[src/rtl/crtu_pkg.sv]
package crtu_pkg;
  // Strobes sent from control to the time-base register.
  typedef struct packed {
    logic inc;
    logic clear;
  } tmrStrobe_t;

  localparam logic [1:0] COND_NEVER = 2'b00;
  localparam logic [1:0] COND_HIGH  = 2'b01;
  localparam logic [1:0] COND_LOW   = 2'b10;
  localparam logic [1:0] COND_ANY   = 2'b11;
endpackage

[src/rtl/crtu_ctrl.sv]
module crtu_ctrl
  import crtu_pkg::*;
#(
  parameter int TMR_W   = 16,
  parameter int NUM_CAP = 2,
  parameter int NUM_IN  = 4,
  parameter int ADDR_W  = 4
) (
  input  logic                 clk,
  input  logic                 rst,
  input  logic                 cntEn,
  input  logic                 selLine,
  input  logic                 wrEn,
  input  logic [ADDR_W-1:0]    wrAddr,
  input  logic [TMR_W-1:0]     wrData,
  input  logic [TMR_W-1:0]     timerVal,
  input  logic [NUM_IN-1:0]    riseVec,
  input  logic [NUM_IN-1:0]    fallVec,
  output tmrStrobe_t           tmrStb,
  output logic [NUM_CAP-1:0]   capLoad,
  output logic [NUM_CAP-1:0]   flagClr,
  output logic [TMR_W-1:0]     threshold,
  output logic [1:0]           cmpCond,
  output logic                 cmpEvt
);
  localparam int SEL_W        = (NUM_IN > 1) ? $clog2(NUM_IN) : 1;
  localparam int CAP_PASS_BIT = 2 + SEL_W;
  localparam int CAP_BASE     = 3;
  localparam int FLAG_ADDR    = CAP_BASE + NUM_CAP;

  logic                runBit;
  logic                tmrPass;
  logic                cmpPass;
  logic [1:0]          capEdge [NUM_CAP];
  logic [SEL_W-1:0]    capSel  [NUM_CAP];
  logic [NUM_CAP-1:0]  capPass;
  logic                condOk;
  logic                cmpHit;
  logic [NUM_CAP:0]    reach;

  // Register file
  always_ff @(posedge clk) begin
    if (rst) begin
      runBit    <= 1'b1;
      tmrPass   <= 1'b1;
      threshold <= '1;
      cmpCond   <= COND_NEVER;
      cmpPass   <= 1'b1;
      capPass   <= '1;
      for (int k = 0; k < NUM_CAP; k++) begin
        capEdge[k] <= 2'b00;
        capSel[k]  <= '0;
      end
    end else if (wrEn) begin
      case (wrAddr)
        ADDR_W'(0): begin
          runBit  <= wrData[0];
          tmrPass <= wrData[1];
        end
        ADDR_W'(1): threshold <= wrData;
        ADDR_W'(2): begin
          cmpCond <= wrData[1:0];
          cmpPass <= wrData[2];
        end
        default: ;
      endcase
      for (int k = 0; k < NUM_CAP; k++) begin
        if (wrAddr == ADDR_W'(CAP_BASE + k)) begin
          capEdge[k] <= wrData[1:0];
          capSel[k]  <= wrData[2 +: SEL_W];
          capPass[k] <= wrData[CAP_PASS_BIT];
        end
      end
    end
  end

  // Select-line qualification of the compare cell
  always_comb begin
    case (cmpCond)
      COND_HIGH: condOk = selLine;
      COND_LOW:  condOk = ~selLine;
      COND_ANY:  condOk = 1'b1;
      default:   condOk = 1'b0;
    endcase
  end

  assign tmrStb.inc   = cntEn & runBit;
  assign cmpHit       = tmrStb.inc & tmrPass & (timerVal == threshold) & condOk;
  assign tmrStb.clear = cmpHit;

  always_ff @(posedge clk) begin
    if (rst) cmpEvt <= 1'b0;
    else     cmpEvt <= cmpHit;
  end

  // Chain reach: a cell is fed only while every lower cell passes on
  assign reach[0] = tmrPass & cmpPass;

  for (genvar k = 0; k < NUM_CAP; k++) begin : g_cap
    assign reach[k+1] = reach[k] & capPass[k];
    assign capLoad[k] = reach[k] &
                        ((capEdge[k][0] & riseVec[capSel[k]]) |
                         (capEdge[k][1] & fallVec[capSel[k]]));
    assign flagClr[k] = wrEn & (wrAddr == ADDR_W'(FLAG_ADDR)) & wrData[k];
  end
endmodule

[src/rtl/crtu_dp.sv]
module crtu_dp
  import crtu_pkg::*;
#(
  parameter int TMR_W   = 16,
  parameter int NUM_CAP = 2,
  parameter int NUM_IN  = 4
) (
  input  logic                       clk,
  input  logic                       rst,
  input  logic [NUM_IN-1:0]          inPins,
  input  tmrStrobe_t                 tmrStb,
  input  logic [NUM_CAP-1:0]         capLoad,
  input  logic [NUM_CAP-1:0]         flagClr,
  output logic [TMR_W-1:0]           timerVal,
  output logic [NUM_IN-1:0]          riseVec,
  output logic [NUM_IN-1:0]          fallVec,
  output logic [NUM_CAP*TMR_W-1:0]   capVal,
  output logic [NUM_CAP-1:0]         capFlag
);
  logic [NUM_IN-1:0] syncA;
  logic [NUM_IN-1:0] syncB;
  logic [NUM_IN-1:0] prevIn;

  // Shared time base
  always_ff @(posedge clk) begin
    if (rst)               timerVal <= '0;
    else if (tmrStb.clear) timerVal <= '0;
    else if (tmrStb.inc)   timerVal <= timerVal + 1'b1;
  end

  // Two-flop synchronizer and previous-value compare
  always_ff @(posedge clk) begin
    if (rst) begin
      syncA  <= '0;
      syncB  <= '0;
      prevIn <= '0;
    end else begin
      syncA  <= inPins;
      syncB  <= syncA;
      prevIn <= syncB;
    end
  end

  assign riseVec = syncB & ~prevIn;
  assign fallVec = ~syncB & prevIn;

  // Capture registers and sticky flags
  for (genvar k = 0; k < NUM_CAP; k++) begin : g_store
    always_ff @(posedge clk) begin
      if (rst) begin
        capVal[k*TMR_W +: TMR_W] <= '0;
        capFlag[k]               <= 1'b0;
      end else if (capLoad[k]) begin
        capVal[k*TMR_W +: TMR_W] <= timerVal;
        capFlag[k]               <= 1'b1;
      end else if (flagClr[k]) begin
        capFlag[k]               <= 1'b0;
      end
    end
  end
endmodule

[src/rtl/crtu_top.sv]
module crtu_top
  import crtu_pkg::*;
#(
  parameter int TMR_W   = 16,
  parameter int NUM_CAP = 2,
  parameter int NUM_IN  = 4,
  parameter int ADDR_W  = 4
) (
  input  logic                      clk,
  input  logic                      rst,
  input  logic                      cntEn,
  input  logic                      selLine,
  input  logic [NUM_IN-1:0]         inPins,
  input  logic                      wrEn,
  input  logic [ADDR_W-1:0]         wrAddr,
  input  logic [TMR_W-1:0]          wrData,
  output logic [TMR_W-1:0]          timerVal,
  output logic [NUM_CAP*TMR_W-1:0]  capVal,
  output logic [NUM_CAP-1:0]        capFlag,
  output logic                      cmpEvt
);
  tmrStrobe_t         tmrStb;
  logic [NUM_CAP-1:0] capLoad;
  logic [NUM_CAP-1:0] flagClr;
  logic [NUM_IN-1:0]  riseVec;
  logic [NUM_IN-1:0]  fallVec;
  logic [TMR_W-1:0]   threshold;
  logic [1:0]         cmpCond;

  crtu_ctrl #(
    .TMR_W(TMR_W), .NUM_CAP(NUM_CAP), .NUM_IN(NUM_IN), .ADDR_W(ADDR_W)
  ) u_ctrl (
    .clk(clk), .rst(rst), .cntEn(cntEn), .selLine(selLine),
    .wrEn(wrEn), .wrAddr(wrAddr), .wrData(wrData),
    .timerVal(timerVal), .riseVec(riseVec), .fallVec(fallVec),
    .tmrStb(tmrStb), .capLoad(capLoad), .flagClr(flagClr),
    .threshold(threshold), .cmpCond(cmpCond), .cmpEvt(cmpEvt)
  );

  crtu_dp #(
    .TMR_W(TMR_W), .NUM_CAP(NUM_CAP), .NUM_IN(NUM_IN)
  ) u_dp (
    .clk(clk), .rst(rst), .inPins(inPins), .tmrStb(tmrStb),
    .capLoad(capLoad), .flagClr(flagClr), .timerVal(timerVal),
    .riseVec(riseVec), .fallVec(fallVec), .capVal(capVal), .capFlag(capFlag)
  );
endmodule

[config.mk]
export PLATFORM = sky130hd
export DESIGN_NAME = crtu_top
export DESIGN_NICKNAME = d
export VERILOG_FILES = /design/src/rtl/crtu_pkg.sv /design/src/rtl/crtu_ctrl.sv /design/src/rtl/crtu_dp.sv /design/src/rtl/crtu_top.sv
export SDC_FILE = /design/constraint.sdc
export NUM_CORES = 1
export LEC_CHECK = 0
export BUFFER_PORTS_ARGS = -buffer_cell sky130_fd_sc_hd__buf_2
export CAP_MARGIN = 20
export CORE_MARGIN = 2
export CORE_UTILIZATION = 55
export DETAILED_ROUTE_END_ITERATION = 16
export GPL_TIMING_DRIVEN = 0
export PLACE_DENSITY = 0.86
export SETUP_SLACK_MARGIN = 0.4
export SLEW_MARGIN = 20
export SYNTH_ARGS = -nofsm -noshare
export SYNTH_HDL_FRONTEND = slang
export SYNTH_SLANG_ARGS = --single-unit
[constraint.sdc]
create_clock -name clk -period 1.7 [get_ports clk]
set_input_delay 0.085 -clock clk [delete_from_list [all_inputs] [get_ports clk]]
set_output_delay 0.085 -clock clk [all_outputs]
set_load 0.03 [all_outputs]
==> results.tsv <==
metric	value	unit
layout.cells.non_filler	638	
hp-class	in -> reg	
r2r-end	u_dp.capVal[10]	
period_minus_slack	1.72	ns
drtPass1Iterations	5	
drive_gt1_frac	0.365	
crit_arrival	2.01	ns
fin_skew	0.0134	ns
track_usage	0.247	
peakVddDrop	444	uV
design.core.area	7290	sq um
cts_max_path_buffers	2	
yosys-top-cells-count	dfxtp_1 (85), nand2b_1 (58), nand2_1 (41)	
yosys-top-cells-area	dfxtp_1 (41%), nand2b_1 (8.8%), mux2i_1 (8.7%)	
synth_edf_count	8	
p_comb_frac	0.093	
clk_pin_slew	0.10	ns
clkLatencyLatePin	0.36	ns
n_antenna_cell	0	
violations	negative setup slack	
setup_viol	7	
end_kind	flop	
start_util	0.568	
min_to	u_ctrl.threshold[1]	
final_area	5610	sq um
ys.flop_type	dfxtp_1	
synth_nets	436	
r2r_cells	6	
yosysTopAreaCell	dfxtp_1	
initialDrtViolationCount	269	
r2r_slack	-0.02	ns
tritoncts	built	
synthDistinctLibCells	43	
fin_util	0.770	
cap_violations	0	
ys_ff_latch	93	
pre_cts_slack	-0.228	ns
min_from	wrData[1]	
crit_fanout	10	
intPower	3.38	mW
r2r-start	u_dp.syncB[1]	
grt_max_degree	17	
die_h	90.8	um
clock_sinks	93	
dp_cells	583	
grt_pass1_vias	3408	
criticalPathCategory	reg -> reg	
cpLargestDelayFamily	multiplexers	
place_area	4800	sq um
vias	3572	
min_path_cells	3	
p_leak	2.51	nW
grt_pass1_wl	16400	um
clock.fmax	0.581	GHz
synth_top_area_frac	0.411	
netlist_instances	406	
clockRootBuffer	clkbuf_8	
grt_setup_unrepaired	yes	
synthArstFlopShare	0	
worst-path-buf-inv	2	
layout.nets	564	
layout_setup_ws	-0.0204	ns
power	4.40	mW
path_cells	nand2b_4, mux4_2, o22a_1, buf_6, buf_12, mux2i_1	
gp_congestion	0.777	
htree_levels	3	
power.switching	1.02	mW
cp.depth	6	
p_seq_frac	0.521	
dieArea	8240	sq um
min_period_over_period	1.01	
netlist_area	4140	sq um
post_drt_wl_per_cell	17.1	um
num_rows	31	
cp_slowest_cell	mux4_2	
whs	0.0197	ns
slowest_delay	0.47	ns
hpwl	7140	um
drv_slew	0	
pin_count	80	
grt-ovfl-total	0	
pwr-share-clk	0.386	
finalHoldViolations	0	
post_synth.cell_area_avg	10.2	sq um
postRouteAntennaNets	0	
worst_pin_slew	0.762	ns
relSlewSlack	0.492	
cp-start-kind	flop	
cts_buffers	9	
remaining_drc_errors	0	
ys_seq_area_frac	0.469	
avgViaCountPerCell	5.60	
cp.required	1.99	ns
numPortBuffers	78	
drt-total-wl	10900	um
antenna_found_initial	0	
p_sw_frac	0.231	
yosysWarnings	0	
syn_to_final_growth	35.5	%
setup_tns	-0.0693	ns
p_per_area	784	nW/um^2
die_w	90.8	um
outcome	finished, violations left	
yosys.cell_count.top_type	dfxtp_1	
how the worst max path moves through the flow:
stage                  start             endpoint  slack (ns)
2_1_floorplan  u_dp.syncB[3]      u_dp.capVal[10]        0.11
3_3_place_gp             rst  u_ctrl.capSel[0][2]       -0.20
3_5_place_dp             rst  u_ctrl.capSel[0][3]       -0.23
4_1_cts        u_dp.syncB[2]       u_dp.capVal[7]      0.0002
5_1_grt        u_dp.syncB[1]      u_dp.capVal[10]       -0.06
6_report       u_dp.syncB[1]      u_dp.capVal[10]       -0.02
kinds of logic after synthesis:
logic type,Yosys count,synth area share
AOI/OAI and AO/OA,29,0.0526
buffers and inverters,27,0.0371
xor gates and xnor gates,30,0.0634
and+or+nand+nor,185,0.263
muxes,41,0.112
adders and majority gates,1,0.00302
DFF,93,0.469
layer usage:
metal | vias up | global-route usage | routed length (um)
li1 | 1669 | - | -
met1 | 1741 | 0.307 | 4520
met2 | 141 | 0.440 | 5560
met3 | 21 | 0.0284 | 582
met4 | 0 | 0.0960 | 259
met5 | - | 0 | 0
power groups by stage:
stage               clock network (mW)  registers, mW  logic (mW)
floorplan                            0           2.34       0.202
global placement                     0           2.33       0.311
detailed placement                   0           2.34       0.321
CTS                               1.70           2.29       0.380
global route                      1.78           2.30       0.432
finish                            1.70           2.29       0.409
repair_timing:
item,in CTS,in global routing
hold buffers,17,0
endpoints found under the setup margin,59,61
cloned,1,1
gates resized for setup,26,18
endpoints found under the hold margin,17,0
pin swaps,9,7
buffers inserted,12,8
registers in the layout, summed over array words and instances (netlist names):
name              flops
u_dp.capVal          32
u_ctrl.threshold     16
u_dp.timerVal        16
u_ctrl.capEdge        4
u_ctrl.capSel         4
u_dp.prevIn           4
u_dp.syncA            4
u_dp.syncB            4
u_ctrl.cmpCond        2
u_dp.capFlag          2
u_ctrl.capPass        1
u_ctrl.cmpEvt         1
u_ctrl.cmpPass        1
u_ctrl.runBit         1
u_ctrl.tmrPass        1
cells in the final DEF, fill, tap and decap left out, drive strengths merged, types with 12 or more instances in the layout:
master | Yosys | layout
nand2b | 58 | 58
mux2i | 36 | 36
nand2 | 41 | 41
nand3b | 16 | 16
a211oi | 15 | 15
clkbuf | 15 | 27
dlygate4sd3 | 0 | 17
dfxtp | 85 | 85
nand4 | 13 | 13
xnor2 | 25 | 25
nor2b | 12 | 12
buf | 8 | 107
final cells by class:
| class | count | area [sq um] |
|---|---|---|
| clock inverter | 5 | 82.6 |
| buffer | 23 | 189 |
| tap | 99 | 124 |
| fill | 503 | 1680 |
| clock buffer | 11 | 153 |
| inverter | 4 | 15.0 |
| timing repair buffer | 117 | 776 |
| sequential | 93 | 1980 |
| multi-input combinational | 286 | 2290 |
worst min-delay path, cell delays in order:
cell      delay (ns)
buf_2           0.13
nand2_1         0.06
nand3b_1        0.08
No activity file was read; power rests on OpenSTA's default activity.
